<file path="config.mk">
export PLATFORM = sky130hd
export DESIGN_NAME = trx_standby_seq
export DESIGN_NICKNAME = d
export VERILOG_FILES = /design/src/rtl/trx_standby_pkg.sv /design/src/rtl/trx_sync_bank.sv /design/src/rtl/trx_key_delay.sv /design/src/rtl/trx_standby_seq.sv
export SDC_FILE = /design/constraint.sdc
export NUM_CORES = 1
export LEC_CHECK = 0
export BUFFER_PORTS_ARGS = -buffer_cell sky130_fd_sc_hd__buf_2
export CORE_MARGIN = 2
export CORE_UTILIZATION = 40
export CTS_BUF_LIST = sky130_fd_sc_hd__clkbuf_8 sky130_fd_sc_hd__clkbuf_16
export CTS_CLUSTER_SIZE = 40
export DETAILED_ROUTE_END_ITERATION = 10
export GPL_TIMING_DRIVEN = 0
export SYNTH_ARGS = -nofsm -noshare
export SYNTH_HDL_FRONTEND = slang
export SYNTH_SLANG_ARGS = --single-unit
</file>
<file path="constraint.sdc">
create_clock -name clk -period 1.95 [get_ports clk]
set_input_delay 0.2925 -clock clk [delete_from_list [all_inputs] [get_ports clk]]
set_output_delay 0.2925 -clock clk [all_outputs]
set_load 0.02 [all_outputs]
</file>
<file path="src/rtl/trx_standby_pkg.sv">
package trx_standby_pkg;

  // Synchronised view of the asynchronous inputs, MSB first.
  typedef struct packed {
    logic sw_n;
    logic tuner;
    logic host;
    logic vox;
    logic permit;
    logic cw;
    logic key_n;
    logic brk_full;
  } stby_in_t;

  localparam int STBY_IN_W = $bits(stby_in_t);

  // Idle/reset view: switch released, permit low, keyer open.
  localparam stby_in_t STBY_IDLE = '{sw_n: 1'b1, tuner: 1'b0, host: 1'b0,
                                     vox: 1'b0, permit: 1'b0, cw: 1'b0,
                                     key_n: 1'b1, brk_full: 1'b0};

  // Any source requesting transmit, polarities normalised.
  function automatic logic any_request(stby_in_t s);
    return (!s.sw_n) | s.tuner | s.host | s.vox;
  endfunction

  // Permitted request.
  function automatic logic tx_go(stby_in_t s);
    return s.permit & any_request(s);
  endfunction

  // Keyer gate: transparent outside CW, keyer contact inside CW.
  function automatic logic key_gate(stby_in_t s);
    return (!s.cw) | (!s.key_n);
  endfunction

endpackage

</file>
<file path="src/rtl/trx_sync_bank.sv">
module trx_sync_bank #(
  parameter int              W       = 8,
  parameter int              STAGES  = 2,
  parameter logic [W-1:0]    RST_VAL = '0
) (
  input  logic         clk,
  input  logic         rst_n,
  input  logic [W-1:0] d,
  output logic [W-1:0] q
);

  logic [W-1:0] pipe [STAGES];

  for (genvar i = 0; i < STAGES; i++) begin : g_stage
    if (i == 0) begin : g_first
      always_ff @(posedge clk or negedge rst_n) begin
        if (!rst_n) pipe[i] <= RST_VAL;
        else        pipe[i] <= d;
      end
    end else begin : g_next
      always_ff @(posedge clk or negedge rst_n) begin
        if (!rst_n) pipe[i] <= RST_VAL;
        else        pipe[i] <= pipe[i-1];
      end
    end
  end

  assign q = pipe[STAGES-1];

endmodule

</file>
<file path="src/rtl/trx_key_delay.sv">
module trx_key_delay #(
  parameter int TICKS_PER_MS = 4,
  parameter int DELAY_MS     = 10,
  localparam int PW = (TICKS_PER_MS > 1) ? $clog2(TICKS_PER_MS) : 1,
  localparam int CW = $clog2(DELAY_MS + 1)
) (
  input  logic          clk,
  input  logic          rst_n,
  input  logic          run,
  input  logic          tick,
  output logic [CW-1:0] ms_cnt,
  output logic          done
);

  logic [PW-1:0] pre;
  logic          ms_step;

  assign ms_step = run & tick & (pre == PW'(TICKS_PER_MS - 1));
  assign done    = (ms_cnt == CW'(DELAY_MS));

  always_ff @(posedge clk or negedge rst_n) begin
    if (!rst_n) begin
      pre    <= '0;
      ms_cnt <= '0;
    end else if (!run) begin
      pre    <= '0;
      ms_cnt <= '0;
    end else if (tick) begin
      pre <= ms_step ? '0 : pre + 1'b1;
      if (ms_step && !done) ms_cnt <= ms_cnt + 1'b1;
    end
  end

endmodule

</file>
<file path="src/rtl/trx_standby_seq.sv">
module trx_standby_seq
  import trx_standby_pkg::*;
#(
  parameter int SYNC_STAGES  = 2,
  parameter int TICKS_PER_MS = 4,
  parameter int DELAY_MS     = 10,
  localparam int CNT_W = $clog2(DELAY_MS + 1)
) (
  input  logic clk,
  input  logic rst_n,
  input  logic tick_in,
  input  logic stby_sw_n,
  input  logic tuner_req,
  input  logic host_req,
  input  logic vox_req,
  input  logic tx_permit,
  input  logic cw_mode,
  input  logic cw_key_n,
  input  logic brk_full,
  output logic tx_en,
  output logic rx_en,
  output logic key_en
);

  stby_in_t   raw_in;
  stby_in_t   sin;
  logic       go;
  logic       permit_s;
  logic       tx_q;
  logic       delay_done;
  logic [CNT_W-1:0] ms_cnt;
  logic       key_core;
  logic       key_semi;
  logic       key_full;

  assign raw_in = '{sw_n: stby_sw_n, tuner: tuner_req, host: host_req,
                    vox: vox_req, permit: tx_permit, cw: cw_mode,
                    key_n: cw_key_n, brk_full: brk_full};

  trx_sync_bank #(
    .W       (STBY_IN_W),
    .STAGES  (SYNC_STAGES),
    .RST_VAL (STBY_IDLE)
  ) u_sync (
    .clk   (clk),
    .rst_n (rst_n),
    .d     (raw_in),
    .q     (sin)
  );

  assign go       = tx_go(sin);
  assign permit_s = sin.permit;

  always_ff @(posedge clk or negedge rst_n) begin
    if (!rst_n) tx_q <= 1'b0;
    else        tx_q <= go;
  end

  trx_key_delay #(
    .TICKS_PER_MS (TICKS_PER_MS),
    .DELAY_MS     (DELAY_MS)
  ) u_delay (
    .clk    (clk),
    .rst_n  (rst_n),
    .run    (go),
    .tick   (tick_in),
    .ms_cnt (ms_cnt),
    .done   (delay_done)
  );

  assign tx_en = tx_q & permit_s;
  assign rx_en = ~tx_en;

  // Keying needs the live request as well, so it falls an edge ahead of tx_en.
  assign key_core = tx_en & go & delay_done & key_gate(sin);
  // Both break-in flavours share one timing path.
  assign key_semi = key_core;
  assign key_full = key_core;
  assign key_en   = sin.brk_full ? key_full : key_semi;

endmodule

</file>
==> reports/metrics.yaml <==
outcome:
  run_status: "finished clean"
sta:
  max_slew.worst_pin.slew_ps: 454
  clock_skew_ps: 3.99
  period_share_pct: 93.5
  finalHoldViolCount: 0
  slew-limit-headroom_pct: 69.7
  finalMaxSlewViolations: 0
  fin_crit_ps: 1820
  rsz_0062_raised_after_global_routing: "no"
  max_frequency_mhz: 549
  setup_viol: 0
  setup_total_negative_slack_ps: 0
synthesis:
  ys_top_cells_by_area: "sky130_fd_sc_hd__dfrtp_1 (56%), sky130_fd_sc_hd__dfstp_2 (14%), sky130_fd_sc_hd__ha_1 (5.0%), sky130_fd_sc_hd__mux2i_1 (4.0%), sky130_fd_sc_hd__o41ai_4 (3.6%)"
  yosys_warnings: 0
  synth.cell_area_sq_um: 757
  yosys.area.top_type_share_pct: 56.2
  synth.avg_cell_area_sq_um: 14.0
  post_synth_inst_count: 54
  async_set_or_reset_register_ratio_after_synthesis_pct: 100
  synth_enable_flop_cells: 0
  synth_commonest_cells: "sky130_fd_sc_hd__dfrtp_1 (17), sky130_fd_sc_hd__nor2_1 (5), sky130_fd_sc_hd__dfstp_2 (4), sky130_fd_sc_hd__inv_1 (4)"
  yosys_register_bits: 21
  yosys.area.top_type: "sky130_fd_sc_hd__dfrtp_1"
  synth_cell_types: 15
  seq_area_frac_synth_pct: 70.1
  synth.most_common_cell: "sky130_fd_sc_hd__dfrtp_1"
  mappedNetlistNets: 68
  synth_top_flop_cell: "sky130_fd_sc_hd__dfrtp_1"
worst_setup_path:
  cp-start-kind: "flip-flop"
  worst-endpoint-required_ps: 1660
  endpoint_of_the_worst_register_to_register_path: "u_delay.ms_cnt[0]"
  worst-r2r-cell-count: 5
  cp_max_fo: 5
  worst-r2r-setup-slack_ps: 500
  crit_path_end_kind: "primary output"
  worst_r2r_startpoint: "u_delay.ms_cnt[0]"
  worst_ep_arrival_time_ps: 1530
  timing_worst_setup_path_type: "reg2out"
clock_network:
  cts_max_level: 1
  cts_tree: "built"
  root_buffer: "sky130_fd_sc_hd__clkbuf_8"
  worst_setup_hold_path_clk_slew_ps: 80
  cts_inserted_buffers: 3
  clkLatencyLatePin_ps: 260
  clock_path_buffers: 2
  cts_sinks: 21
routing:
  final_antenna_net_count: 0
  vias_per_cell: 4.61
  met3_wirelength_um: 57
  met1_length_um: 492
  routedWlPerCell_um: 11.5
  top_layer: "met4"
  dr.first_iter.drc_count: 0
  total_wire_length_after_detailed_routing_um: 1120
  route.vias.total: 452
  drc_errors: 0
  met2_length_um: 526
  drt_pre_antenna_iters: 1
die:
  num_io_pins: 14
  floorplan_core_area_sq_um: 1750
  die_height_um: 47.5
  floorplan.die_area_sq_um: 2260
  start_util_pct: 43.4
  die_w_um: 47.5
  placement_rows: 15
global_routing:
  global_route.overflow_total: 0
  antenna_found_initial: 0
  grt.total_usage_pct: 12.8
  grt_pass1_wl_um: 1860
  grt_pass1_vias: 466
  grt_max_degree: 22
power:
  share_comb_of_total_power_pct: 5.8
  cellPowerDensity_nw_per_um2: 867
  switching_part_of_the_total_power_pct: 22.1
  power_leakage_nw: 0.444
  p_clk_share_pct: 35.5
  switchingPower_w: 0.000176
  cellInternalPower_w: 0.000621
  pwr-share-seq_pct: 58.7
  ir_worst_vdd_mv: 0.498
finish:
  filler_cell_count: 159
  num_antenna_cells: 0
  area_growth_syn_to_layout_pct: 21.5
  final_core_util_pct: 52.7
  fraction_of_layout_instances_using_a_drive_strength_above_1_pct: 34.2
  final_nets: 88
placement:
  place_congestion: 0.712
  port_buffers: 12
min_path:
  holdCritStartpoint: "stby_sw_n"
  holdPathStages: 1
  min-delay-path-class: "in2reg"
  hold_path_end: "u_sync.pipe[15]"
run:
  cap_viol_max_count: 0
==> repair_timing <==
action                                  CTS  global route
hold buffers                              1             0
setup buffers                             0             2
gates resized for setup                   0             0
endpoints found under the hold margin    17             0
endpoints found under the setup margin    0             1
==> kinds of logic after synthesis <==
kind of cell / after synthesis / synth area share (%)
DFF: 21 / 70.1
and+or+nand+nor: 15 / 10.2
AOI/OAI and AO/OA: 8 / 8.76
buffers and inverters: 4 / 1.98
muxes: 3 / 3.97
adders and majority gates: 3 / 4.96
==> registers in the layout, summed over array words and instances, names as in the netlist <==
register and cells:
tx_q 1, u_delay.pre 2, u_delay.ms_cnt 4, u_sync.q 7
u_sync.pipe 7
==> worst max-delay path by stage <==
stage | start | endpoint | slack [ps] | cells after the start
after floorplan | u_delay.ms_cnt[0] | key_en | 480 | 5
after global placement | u_sync.q[7] | key_en | 340 | 4
after detailed placement | u_sync.q[7] | key_en | 350 | 4
after CTS | u_sync.q[7] | key_en | 50 | 4
after global routing | u_delay.ms_cnt[0] | key_en | 50 | 6
final | u_delay.ms_cnt[0] | key_en | 130 | 6
==> through the flow <==
stage,area (sq um),setup slack [ps],instances,hold WS [ps],total power [W]
2_1_floorplan,757,478,54,-3.09,0.000494
3_3_place_gp,848,341,91,265,0.000517
3_5_place_dp,848,348,91,267,0.000520
4_1_cts,905,50.9,96,122,0.000803
5_1_grt,920,51.3,98,114,0.000829
6_report,920,128,98,125,0.000797
==> area by class of cell <==
type / instances / area, sq um / share of cell area (%)
flip-flops and latches: 21 / 531 / 57.7
multi-input cells: 29 / 211 / 23.0
repair buffers: 15 / 85.1 / 9.25
clock buffers: 3 / 41.3 / 4.49
well taps: 25 / 31.3 / 3.40
inverters: 4 / 15.0 / 1.63
clock inverters: 1 / 5.00 / 0.544
==> layout by cell type, fill, tap and decap left out, drive strengths merged <==
cell type | synthesis | layout
and3b | 1 | 1
nor2 | 5 | 5
o21ai | 3 | 3
clkbuf | 0 | 3
mux2i | 3 | 3
buf | 0 | 14
nand3 | 2 | 2
or3 | 3 | 3
o41ai | 1 | 1
clkinv | 0 | 1
nand2 | 3 | 3
ha | 3 | 3
dfstp | 4 | 4
dlygate4sd3 | 0 | 1
nand4 | 1 | 1
dfrtp | 17 | 17
inv | 4 | 4
a21oi | 4 | 4
==> per-layer routing <==
| metal | global-route usage (%) | vias to the layer above |
|---|---|---|
| met3 | 5.28 | 4 |
| met4 | 10.0 | 0 |
| met5 | 0 | - |
| met2 | 19.2 | 12 |
| met1 | 14.5 | 218 |
| li1 | - | 218 |
==> power by group through the flow <==
stage	clock [W]	sequential [W]	combinational, W
after floorplan	0	0.000474	0.0000194
after global placement	0	0.000475	0.0000416
after detailed placement	0	0.000477	0.0000431
after CTS	0.000290	0.000468	0.0000447
after global routing	0.000305	0.000470	0.0000536
final	0.000283	0.000468	0.0000464
==> worst max-delay path, cell delays in order (launching register included) <==
cell and delay (ps):
sky130_fd_sc_hd__dfrtp_1 430, sky130_fd_sc_hd__inv_1 80, sky130_fd_sc_hd__ha_1 170, sky130_fd_sc_hd__and3b_4 230
sky130_fd_sc_hd__nand4_1 90, sky130_fd_sc_hd__nor2_1 110, sky130_fd_sc_hd__buf_2 170
Note: power is estimated with default switching activity, not from simulation.
